[src/rtl/gf_pkg.sv]
// Package: shared constants for the group former.
// Assumes category vectors are four bits wide with fixed bit meanings.
package gf_pkg;
    localparam int CAT_W      = 4;
    localparam int CAT_SINGLE = 0;
    localparam int CAT_IEU    = 1;
    localparam int CAT_CTRL   = 2;
    localparam int CAT_LDST   = 3;
endpackage

[src/rtl/gf_pair_hazard.sv]
// Module: gf_pair_hazard
// Compares one earlier slot (producer) with one later slot (consumer) and
// flags whether the consumer must leave the group. Read-after-write and
// write-after-write cut the group; write-after-read is ignored. Register 0
// never matches. ADJACENT selects whether the store-data excuse may apply.
module gf_pair_hazard #(
    parameter int REG_W    = 5,
    parameter bit ADJACENT = 1'b0
) (
    input  logic             p_we,
    input  logic [REG_W-1:0] p_dst,
    input  logic             p_ieu,
    input  logic [REG_W-1:0] c_src_a,
    input  logic [REG_W-1:0] c_src_b,
    input  logic             c_sd_b,
    input  logic             c_we,
    input  logic [REG_W-1:0] c_dst,
    output logic             cut
);
    logic live_wr;
    logic raw_a;
    logic raw_b;
    logic waw;
    logic excuse_b;

    // Producer write that can create a dependency (register 0 excluded).
    assign live_wr  = p_we && (p_dst != '0);
    // Store data from the ALU slot right before may share the group.
    assign excuse_b = ADJACENT && c_sd_b && p_ieu;

    // Evaluate the three hazard kinds for this pair.
    always_comb begin
        raw_a = live_wr && (c_src_a == p_dst);
        raw_b = live_wr && (c_src_b == p_dst) && !excuse_b;
        waw   = live_wr && c_we && (c_dst == p_dst);
        cut   = raw_a || raw_b || waw;
    end
endmodule

[src/rtl/gf_slot_gate.sv]
// Module: gf_slot_gate
// Decides whether one slot may join a group given the hazard cuts from all
// earlier slots. A single-group instruction is only accepted in the first
// slot, and it marks the group as closed after itself.
module gf_slot_gate #(
    parameter int SLOTS = 4,
    parameter bit FIRST = 1'b0
) (
    input  logic             vld,
    input  logic             single,
    input  logic [SLOTS-1:0] cuts,
    output logic             ok,
    output logic             close
);
    // Accept rule and close-after rule for this slot.
    always_comb begin
        if (FIRST) begin
            ok    = vld;
            close = vld && single;
        end else begin
            ok    = vld && !single && !(|cuts);
            close = 1'b0;
        end
    end
endmodule

[src/rtl/gf_prefix.sv]
// Module: gf_prefix
// Turns per-slot accept flags into a contiguous prefix length. Scanning stops
// at the first rejected slot or right after a slot that closes the group.
// Stall forces a length of zero.
module gf_prefix #(
    parameter int SLOTS = 4,
    localparam int CW   = $clog2(SLOTS + 1)
) (
    input  logic [SLOTS-1:0] ok,
    input  logic [SLOTS-1:0] close,
    input  logic             stall,
    output logic [CW-1:0]    size
);
    logic stop;

    // Priority scan in program order.
    always_comb begin
        size = '0;
        stop = stall;
        for (int i = 0; i < SLOTS; i++) begin
            if (!stop) begin
                if (ok[i]) begin
                    size = CW'(i + 1);
                    if (close[i]) stop = 1'b1;
                end else begin
                    stop = 1'b1;
                end
            end
        end
    end
endmodule

[src/rtl/group_former.sv]
// Module: group_former
// Forms an in-order issue group of up to SLOTS instructions from the head of
// the instruction buffer. Group size is combinational; a registered copy with
// a valid flag is offered to the issue stage one cycle later.
// Assumes the buffer presents its oldest entry in slot 0.
module group_former
    import gf_pkg::*;
#(
    parameter int SLOTS = 4,
    parameter int REG_W = 5,
    localparam int CW   = $clog2(SLOTS + 1)
) (
    input  logic                   clk,
    input  logic                   rst_n,
    input  logic                   stall,
    input  logic [SLOTS-1:0]       in_vld,
    input  logic [SLOTS*CAT_W-1:0] in_cat,
    input  logic [SLOTS*REG_W-1:0] in_src_a,
    input  logic [SLOTS*REG_W-1:0] in_src_b,
    input  logic [SLOTS*REG_W-1:0] in_dst,
    input  logic [SLOTS-1:0]       in_dst_we,
    input  logic [SLOTS-1:0]       in_sd_b,
    output logic [CW-1:0]          grp_size,
    output logic [CW-1:0]          pop_cnt,
    output logic                   iss_vld,
    output logic [CW-1:0]          iss_size
);
    logic [REG_W-1:0] src_a [SLOTS];
    logic [REG_W-1:0] src_b [SLOTS];
    logic [REG_W-1:0] dst   [SLOTS];
    logic [SLOTS-1:0] is_single;
    logic [SLOTS-1:0] is_ieu;
    logic [SLOTS-1:0] ok;
    logic [SLOTS-1:0] close;
    logic [CW-1:0]    size_c;

    genvar j, k;
    generate
        for (j = 0; j < SLOTS; j++) begin : g_slot
            logic [SLOTS-1:0] row;

            assign src_a[j]     = in_src_a[j*REG_W +: REG_W];
            assign src_b[j]     = in_src_b[j*REG_W +: REG_W];
            assign dst[j]       = in_dst[j*REG_W +: REG_W];
            assign is_single[j] = in_cat[j*CAT_W + CAT_SINGLE];
            assign is_ieu[j]    = in_cat[j*CAT_W + CAT_IEU];

            for (k = 0; k < SLOTS; k++) begin : g_pair
                if (k < j) begin : g_cmp
                    gf_pair_hazard #(
                        .REG_W    (REG_W),
                        .ADJACENT (k == j - 1)
                    ) u_hz (
                        .p_we    (in_dst_we[k]),
                        .p_dst   (dst[k]),
                        .p_ieu   (is_ieu[k]),
                        .c_src_a (src_a[j]),
                        .c_src_b (src_b[j]),
                        .c_sd_b  (in_sd_b[j]),
                        .c_we    (in_dst_we[j]),
                        .c_dst   (dst[j]),
                        .cut     (row[k])
                    );
                end else begin : g_none
                    assign row[k] = 1'b0;
                end
            end

            gf_slot_gate #(
                .SLOTS (SLOTS),
                .FIRST (j == 0)
            ) u_gate (
                .vld    (in_vld[j]),
                .single (is_single[j]),
                .cuts   (row),
                .ok     (ok[j]),
                .close  (close[j])
            );
        end
    endgenerate

    gf_prefix #(.SLOTS(SLOTS)) u_prefix (
        .ok    (ok),
        .close (close),
        .stall (stall),
        .size  (size_c)
    );

    assign grp_size = size_c;
    assign pop_cnt  = size_c;

    // Register the group for the issue stage.
    always_ff @(posedge clk) begin
        if (!rst_n) begin
            iss_vld  <= 1'b0;
            iss_size <= '0;
        end else begin
            iss_vld  <= (size_c != '0);
            iss_size <= size_c;
        end
    end
endmodule

[config.mk]
export PLATFORM = sky130hd
export DESIGN_NAME = group_former
export DESIGN_NICKNAME = d
export VERILOG_FILES = /design/src/rtl/gf_pkg.sv /design/src/rtl/gf_pair_hazard.sv /design/src/rtl/gf_slot_gate.sv /design/src/rtl/gf_prefix.sv /design/src/rtl/group_former.sv
export SDC_FILE = /design/constraint.sdc
export NUM_CORES = 1
export LEC_CHECK = 0
export ABC_AREA = 1
export CORE_AREA = 4 4 70 72
export CTS_CLUSTER_SIZE = 12
export DETAILED_ROUTE_END_ITERATION = 6
export DIE_AREA = 0 0 74 76
export PLACE_DENSITY = 0.87
export SKIP_CTS_REPAIR_TIMING = 1
export SLEW_MARGIN = 20
export SYNTH_ARGS = -nofsm -noshare
export SYNTH_HDL_FRONTEND = slang
export SYNTH_SLANG_ARGS = --single-unit
[constraint.sdc]
create_clock -name clk -period 3.7 [get_ports clk]
set_input_delay 0.37 -clock clk [delete_from_list [all_inputs] [get_ports clk]]
set_output_delay 0.37 -clock clk [all_outputs]
set_load 0.01 [all_outputs]
==> run metrics <==
Final GP Congestion=0.944; vias in the first global route=2164; Sw Share=40.4%; total global routing overflow=0; fin crit share=84.9%; Max Cap Violations=0; Max VDD drop=0.0956 mV; clock-pin slew on the worst setup and hold paths=0.03 ns; post-route ant nets=0; post-synthesis xor/xnor area fraction=14.6%; grt met1 use=28.5%; Final min period=3.14 ns; drt drc=0; Total Wirelength=6200 µm; # port buffers=80; Cell Int Power=0.245 mW; WL/cell=12.6 µm; PwrDens=156 mW/mm²; Fillers=433; commonest non-fill, non-tap cells in the layout=nand2_1, clkdlybuf4s50_1, nor2_1; met3 usage=2.64%; Synth Register Bits=4; Num CTS Buffers=3; Synth Area in Adders=0%; initial cell density of the core=42.0%; Synth Cell Area=0.00180 mm²; Critical Path Source Type=input port; endpoints failing setup=0; average size of a mapped cell=4.92 µm²; Clock Tree Buf Depth=2; CTS root buffer=clkbuf_8; clock share of power=22.2%; initial antenna violation count=0; H-tree levels=1; Synth area leader=nand2_1; Psw=0.166 mW; most common cell after layout, fill and taps aside=nand2_1; Die Y=76 µm; pin count of the biggest net entering global routing=11; RSZ-0062 raised after global routing=false; Fin Setup TNS=0 ns; cell leakage power=1.38 nW; Power, Total=0.411 mW; io pins=101; complex-gate fraction of the synthesized area=7.64%; hold crit path type=in -> reg; Req. time, crit path=3.33 ns; core box area=0.00429 mm²; Layout Cells excl Fill=491; Die X=74 µm; synth top area cells=nand2_1, nor2_1, xor2_1; share of cells above drive strength 1=8.20%; die area=0.00562 mm²; simple-gate share of the synthesized area=57.4%; Comb pwr share=66.9%; yosys warns=0; Num Clock Sinks=4; worst endpoint data arrival time=2.77 ns; outcome=complete, no violations; final hold violations=0; vias per std cell=5.01; # nets final=532; Fmax achieved=318 MHz; met2 GRT Util=35.5%; post-synth cell types=25; # rows=24; slew of the pin with the lowest slew margin=0.483 ns; global-route wire length before repair=9720 µm; CTS tree=yes; Mapped Cells=366; placed cells=488; DR iter-0 viols=171; layer with the highest usage=met2; DP HPWL=5090 µm; Crit Path Max Fanout=6; Mapped Nets=457; sequential share of the synthesized area=4.44%; largest family of logic cells by synthesized area=simple AND/OR/NAND/NOR gates; Yosys top cell area share=30.8%; via count=2460; P&R area growth vs syn=46.3%; Total GRT Usage=21.3%; final slew viol count=0; # diodes=0; sequential share of power=10.9%; DR pass1 iterations=6; Setup CP Type=in -> out; Setup crit end kind=output pin; mux cell area share after synthesis=0%; Slew headroom=67.7%
[path summary, 6_finish.rpt]
| path | start | to | cells past startpoint |
|---|---|---|---|
| max | in_dst[0] | pop_cnt[1] | 14 |
| min | rst_n | iss_size[1] | 3 |
[registers in the layout (all words and copies together), names as in the netlist]
name      cells
iss_size      3
iss_vld       1
[layer usage]
| metal | routed length [µm] | share of wire [%] | vias to the layer above |
|---|---|---|---|
| met5 | 0 | 0 | - |
| met4 | 47 | 0.76 | 0 |
| met3 | 551 | 8.9 | 6 |
| met2 | 2950 | 48 | 127 |
| met1 | 2650 | 43 | 1077 |
| li1 | - | - | 1250 |
[through the flow]
step	util (%)	area, µm²	setup WS, ns	hold slack, ns
3_3_place_gp	60.4	2590	0.645	0.985
4_1_cts	61.4	2640	0.588	0.759
2_1_floorplan	-	1800	1.79	0.511
3_5_place_dp	60.4	2590	0.614	0.984
6_report	61.4	2640	0.557	0.765
5_1_grt	61.4	2640	0.327	0.801
[critical path: stages]
cell	delay, ns
clkdlybuf4s50_1	0.68
inv_1	0.23
nand2_1	0.10
nand2_1	0.05
nor2_1	0.15
nand3_1	0.10
nand3_1	0.10
nand2_1	0.10
nand3_4	0.09
nor2_4	0.04
nand2_2	0.07
inv_2	0.05
nor2_2	0.09
clkdlybuf4s50_1	0.56
[cell type report]
cell class	count	area (µm²)	share of cell area, %
Tap cell	52	65.1	2.47
Clock buffer	3	41.3	1.57
Timing Repair Buffer	83	823	31.2
Sequential cell	4	80.1	3.04
Multi-Input combinational cell	299	1430	54.4
Inverter	50	193	7.31
[Yosys cell counts]
| cell | n |
|---|---|
| o21ai_1 | 10 |
| nor2_4 | 1 |
| nand3_2 | 3 |
| buf_6 | 2 |
| nand3_1 | 25 |
| xnor2_1 | 9 |
| inv_2 | 14 |
| nand3_4 | 1 |
| nand2_1 | 148 |
| a21oi_2 | 1 |
| dfxtp_1 | 4 |
| xor2_1 | 21 |
| inv_4 | 2 |
| nor4_4 | 1 |
| o21ai_2 | 1 |
| a21oi_1 | 5 |
| nor2_1 | 55 |
| nand2_2 | 2 |
| nand2_4 | 2 |
| buf_4 | 7 |
| inv_1 | 34 |
| buf_2 | 4 |
| nor2_2 | 2 |
| o21ai_0 | 9 |
| nand4_1 | 3 |
[logic make-up after synthesis]
kind of cell,Yosys count
AOI/OAI and AO/OA,26
xor gates and xnor gates,30
buffers and inverters,63
DFF,4
and+or+nand+nor,243
[power by group through the flow]
stage | Clock, mW | Combinational (mW) | Sequential (mW)
6_report | 0.0910 | 0.275 | 0.0447
5_1_grt | 0.0963 | 0.301 | 0.0448
3_5_place_dp | 0 | 0.270 | 0.0453
3_3_place_gp | 0 | 0.265 | 0.0453
4_1_cts | 0.0922 | 0.271 | 0.0448
2_1_floorplan | 0 | 0.146 | 0.0459
Note: power is estimated with default switching activity, not from simulation.
